==> config.mk <==
export PLATFORM = sky130hd
export DESIGN_NAME = fb_wr_addr_gen
export DESIGN_NICKNAME = d
export VERILOG_FILES = /design/src/rtl/fb_wr_addr_gen.sv
export SDC_FILE = /design/constraint.sdc
export NUM_CORES = 1
export LEC_CHECK = 0
export BUFFER_PORTS_ARGS = -buffer_cell sky130_fd_sc_hd__buf_4
export CORE_MARGIN = 2
export CORE_UTILIZATION = 50
export CTS_BUF_LIST = sky130_fd_sc_hd__clkbuf_16
export DETAILED_ROUTE_END_ITERATION = 10
export PLACE_DENSITY = 0.71
export SLEW_MARGIN = 0
export SYNTH_ARGS = -nofsm -noshare
export SYNTH_HDL_FRONTEND = slang
export SYNTH_SLANG_ARGS = --single-unit
==> constraint.sdc <==
create_clock -name clk -period 5.2 [get_ports clk]
set_input_delay 0.52 -clock clk [delete_from_list [all_inputs] [get_ports clk]]
set_output_delay 0.52 -clock clk [all_outputs]
set_load 0.01 [all_outputs]
==> src/rtl/fb_wr_addr_gen.sv <==
module fb_wr_addr_gen #(
  parameter int FRM_W  = 11,
  parameter int OFF_W  = 12,
  parameter int RCNT_W = 8
) (
  input  logic                   clk,
  input  logic                   rst_n,
  input  logic                   wr_stb,
  input  logic [2:0]             wr_type,
  input  logic [7:0]             wr_data,
  input  logic                   host_we,
  input  logic [2:0]             host_addr,
  input  logic [OFF_W-1:0]       host_wdata,
  input  logic                   qs_clr,
  input  logic                   fe_clr,
  output logic                   ram_we,
  output logic [FRM_W+OFF_W-1:0] ram_addr,
  output logic [7:0]             ram_wdata,
  output logic                   ovf_irq
);
  localparam logic [OFF_W-1:0] MAIN_LAST = 12'h92F;
  localparam logic [OFF_W-1:0] Q_BASE    = 12'h930;
  localparam logic [OFF_W-1:0] Q_LAST    = 12'h93F;
  localparam logic [OFF_W-1:0] S_BASE    = 12'h940;
  localparam logic [OFF_W-1:0] S_LAST    = 12'h99F;
  localparam logic [OFF_W-1:0] E_BASE    = 12'h9A0;
  localparam logic [OFF_W-1:0] E_LAST    = 12'hAC5;
  localparam logic [OFF_W-1:0] ST_ADDR   = 12'hBDE;

  logic [FRM_W-1:0]  frm, start_frm, last_frm;
  logic [OFF_W-1:0]  main_off, q_off, s_off, e_off, off_sel;
  logic [RCNT_W-1:0] rep_cnt;
  logic              wblk, rep_en, full;

  wire w_main = wr_stb && wr_type == 3'd0;
  wire w_q    = wr_stb && wr_type == 3'd1;
  wire w_s    = wr_stb && wr_type == 3'd2;
  wire w_e    = wr_stb && wr_type == 3'd3;
  wire eof    = wr_stb && wr_type == 3'd4;
  wire h_start = host_we && host_addr == 3'd0;
  wire h_last  = host_we && host_addr == 3'd1;
  wire h_pre   = host_we && host_addr == 3'd2;
  wire h_ctrl  = host_we && host_addr == 3'd3;
  wire h_rep   = host_we && host_addr == 3'd4;
  wire h_iclr  = host_we && host_addr == 3'd5 && host_wdata[0];
  wire hold    = rep_en && rep_cnt != '0;
  wire ovf_set = w_main && full;

  always_comb begin
    case (wr_type)
      3'd0:    off_sel = main_off;
      3'd1:    off_sel = q_off;
      3'd2:    off_sel = s_off;
      3'd3:    off_sel = e_off;
      default: off_sel = ST_ADDR;
    endcase
  end

  assign ram_we    = wr_stb && wr_type <= 3'd4;
  assign ram_addr  = {frm, off_sel};
  assign ram_wdata = wr_data;

  always_ff @(posedge clk or negedge rst_n) begin
    if (!rst_n) begin
      start_frm <= '0;
      last_frm  <= '0;
      wblk      <= 1'b0;
      rep_en    <= 1'b0;
      rep_cnt   <= '0;
      ovf_irq   <= 1'b0;
    end else begin
      if (h_start) start_frm <= host_wdata[FRM_W-1:0];
      if (h_last)  last_frm  <= host_wdata[FRM_W-1:0];
      if (h_ctrl)  {rep_en, wblk} <= host_wdata[1:0];
      if (h_rep)             rep_cnt <= host_wdata[RCNT_W-1:0];
      else if (eof && hold)  rep_cnt <= rep_cnt - 1'b1;
      if (ovf_set)     ovf_irq <= 1'b1;
      else if (h_iclr) ovf_irq <= 1'b0;
    end
  end

  always_ff @(posedge clk or negedge rst_n) begin
    if (!rst_n)                 frm <= '0;
    else if (fe_clr)            frm <= '0;
    else if (h_start && !wblk)  frm <= host_wdata[FRM_W-1:0];
    else if (eof && !hold)      frm <= (frm == last_frm) ? start_frm : frm + 1'b1;
  end

  always_ff @(posedge clk or negedge rst_n) begin
    if (!rst_n) begin
      main_off <= '0;
      full     <= 1'b0;
    end else if (fe_clr || eof) begin
      main_off <= '0;
      full     <= 1'b0;
    end else if (h_pre) begin
      main_off <= (host_wdata > MAIN_LAST) ? MAIN_LAST : host_wdata;
      full     <= 1'b0;
    end else if (w_main) begin
      if (main_off == MAIN_LAST) full <= 1'b1;
      else                       main_off <= main_off + 1'b1;
    end
  end

  always_ff @(posedge clk or negedge rst_n) begin
    if (!rst_n) begin
      q_off <= Q_BASE;
      s_off <= S_BASE;
      e_off <= E_BASE;
    end else begin
      if (fe_clr || eof || qs_clr)     q_off <= Q_BASE;
      else if (w_q && q_off != Q_LAST) q_off <= q_off + 1'b1;
      if (fe_clr || eof || qs_clr)     s_off <= S_BASE;
      else if (w_s && s_off != S_LAST) s_off <= s_off + 1'b1;
      if (fe_clr || eof)               e_off <= E_BASE;
      else if (w_e && e_off != E_LAST) e_off <= e_off + 1'b1;
    end
  end

  a_r4_main_in_region: assert property (@(posedge clk) disable iff (!rst_n)
    main_off <= MAIN_LAST);
  a_r3_q_window: assert property (@(posedge clk) disable iff (!rst_n)
    (ram_we && wr_type == 3'd1) |-> (ram_addr[OFF_W-1:0] >= Q_BASE && ram_addr[OFF_W-1:0] <= Q_LAST));
  a_r4_irq_sticky: assert property (@(posedge clk) disable iff (!rst_n)
    (ovf_irq && !h_iclr) |=> ovf_irq);
  a_r5_eof_clears: assert property (@(posedge clk) disable iff (!rst_n)
    (eof && !h_pre) |=> main_off == '0);
  a_r9_repeat_hold: assert property (@(posedge clk) disable iff (!rst_n)
    (eof && hold && !fe_clr && !h_start) |=> $stable(frm));
  a_r6_wrap_start: assert property (@(posedge clk) disable iff (!rst_n)
    (eof && !hold && frm == last_frm && !fe_clr && !h_start) |=> frm == $past(start_frm));
endmodule

==> results.json <==
{
  "outcome": "finished clean",
  "cap_violations": 0,
  "setup-violations-final": 0,
  "final_core_util_pct": 57.5,
  "diodes": 0,
  "grt_pass1_vias": 4294,
  "fin_cells": 724,
  "cp-end-kind": "register",
  "max_freq_mhz": 392,
  "start_util_pct": 51.4,
  "drive_above_1_share_pct": 22.6,
  "fin_crit_sh_pct": 49.1,
  "layout.nets": 620,
  "syn-cell-area_um2": 5570,
  "required_ns": 5.43,
  "avgSynthCellArea_um2": 10.1,
  "overflow": 0,
  "syn-num-nets": 594,
  "row_count": 38,
  "drc": 0,
  "cts_hold_buf": 0,
  "critPathLaunchType": "register",
  "placedInstanceArea_um2": 5950,
  "slew_headroom_pct": 35.2,
  "layout.cells.most_common_list": "dfrtp_1 (82), buf_4 (50), nand2_1 (40)",
  "die_w_um": 110,
  "clkTransAtPathRegs_ns": 0.07,
  "crit_type": "register to register",
  "dp_hpwl_mm": 9.73,
  "wirelength_mm": 13.5,
  "synth_edf_count": 0,
  "tns_ns": 0,
  "root_buffer": "clkbuf_16",
  "fin_area_um2": 6230,
  "grt_max_degree": 62,
  "crit_path_top_delay_cell": "nand3_1",
  "synthTopCellsByArea": "dfrtp_1 (37%), dfstp_2 (5.2%), mux2_2 (5.1%), xor2_1 (4.9%), mux4_2 (4.8%)",
  "slew_violations": 0,
  "grt_first_pass_wirelength_mm": 22.6,
  "leakagePower_nw": 2.60,
  "portBuffers": 48,
  "postRouteAntennaNets": 0,
  "grt_use_total_pct": 24.5,
  "synth.top_cell.area_share_pct": 36.8,
  "cts_buffers": 9,
  "die_h_um": 110,
  "placedCellCount": 709,
  "vias": 4435,
  "finClkSkew_ns": 0.00952,
  "yosys_warnings": 0,
  "finalCriticalPeriod_ns": 2.55,
  "synth_seq_area_share_pct": 42.0,
  "post_drt_wl_per_cell_um": 18.6,
  "power_density_nw_per_um2": 291,
  "cts_max_level": 3,
  "cp_data_arrival_time_ns": 2.78,
  "synth-seq-cells": 93,
  "area_growth_pct": 11.8,
  "syn_inst": 554,
  "power.total_mw": 1.82,
  "crit_path_cell_trace": "xor2_1, nor4_1, nand3_1, or3_1, a32o_1",
  "drt-initial-drc-count": 334,
  "hold_viol": 0,
  "vdd_drop_max_uv": 154,
  "gp_congestion": 0.884,
  "tightestPinTransition_ns": 0.970,
  "rsz0062_at_grt": "no",
  "clock-sinks": 93,
  "core_um2": 10800,
  "yosysTopAreaCell": "dfrtp_1",
  "crit_path_max_fanout": 15,
  "ys_types": 68,
  "via_per_inst": 6.13,
  "post_cts_buffers": 0,
  "cts_tree": "done",
  "final_common_cell": "dfrtp_1",
  "ys.flop_type": "dfrtp_1",
  "firstDrtPassIters": 4,
  "dieArea_um2": 12000,
  "async_flop_share_pct": 100,
  "clk_latency_ns": 0.35,
  "num_io_pins": 65,
  "ctsResizeCount": 0,
  "clockBufferDepth": 2,
  "max_stage_delay_ns": 0.61,
  "antenna_found_initial": 0,
  "hp-class": "primary input to asynchronous set/reset pin"
}
[worst max-delay path: cells and delay by family, from the launching register on]
kind | cells | cell delay, ns
AO/OA/AOI/OAI | 1 | 0.25
AND/OR/NAND/NOR | 3 | 1.56
flip-flops | 1 | 0.44
XOR/XNOR | 1 | 0.19
[Yosys cell counts, drive strengths merged (3+ instances only)]
cell and instances:
a31oi 4, nand3b 3, xor2 31, o21ai 34, clkbuf 15, nor4 5
xnor2 20, mux4 12, nor3b 3, and2 10, nor2 38, and3 8
or2 10, a32o 3, nand2 40, dfstp 11, a211oi 5, nand3 19
mux2 25, inv 10, o31ai 3, buf 20, dfrtp 82, o211ai 3
a22oi 6, a21oi 19, mux2i 8, or4 3, nor4b 4, and4 5
ha 8, nor3 13, nand4 24, or3 14, nor2b 8
[through the flow]
stage | setup slack [ns] | hold slack [ns]
after floorplan | 2.84 | 0.224
after global placement | 2.59 | 0.486
after detailed placement | 2.54 | 0.490
after CTS | 2.63 | 0.115
after global routing | 2.41 | 0.138
final | 2.65 | 0.102
[logic make-up after synthesis]
| group | Yosys count | share of synthesized area, % |
|---|---|---|
| AND/OR/NAND/NOR | 219 | 22.3 |
| AO/OA/AOI/OAI | 93 | 10.8 |
| flip-flops | 93 | 42.0 |
| XOR/XNOR | 51 | 8.02 |
| buffers and inverters | 45 | 3.79 |
| multiplexers | 45 | 11.3 |
| adder cells (fa/ha/maj) | 8 | 1.80 |
[metal layers]
metal	vias up	track usage [%]	routed length [um]
li1	2073	-	-
met1	2225	33.8	5960
met2	118	39.6	6620
met3	19	3.44	634
met4	0	8.95	259
met5	-	0	0
[cell type report]
cell class | count | area [um^2]
fillers | 924 | 4610
flip-flops and latches | 93 | 2340
repair buffers | 50 | 375
clock inverters | 6 | 55.1
multi-input cells | 416 | 3020
clock buffers | 9 | 225
inverters | 10 | 37.5
well taps | 140 | 175
[flip-flops by register name, indices dropped and copies added (netlist names)]
name,cells
e_off,12
frm,11
full,1
last_frm,11
main_off,12
ovf_irq,1
q_off,12
rep_cnt,8
rep_en,1
s_off,12
start_frm,11
wblk,1
[report_power, final]
group / switching, mW / internal, mW
sequential: 0.0734 / 0.799
combinational: 0.147 / 0.147
clock: 0.283 / 0.365
[worst paths after layout]
check                         startpoint            to  slack [ns]  depth (start not counted)
max                               frm[8]        frm[5]        2.65                          5
min                                rst_n   last_frm[6]        0.10                          1
max reg2reg                       frm[8]        frm[5]        2.65                          5
min reg2reg                 start_frm[7]  start_frm[7]        0.50                          1
max in group asynchronous          rst_n      s_off[3]        3.97                          2
min in group clk           host_wdata[2]    rep_cnt[2]        0.46                          3
(Power assumes the default switching activity.)
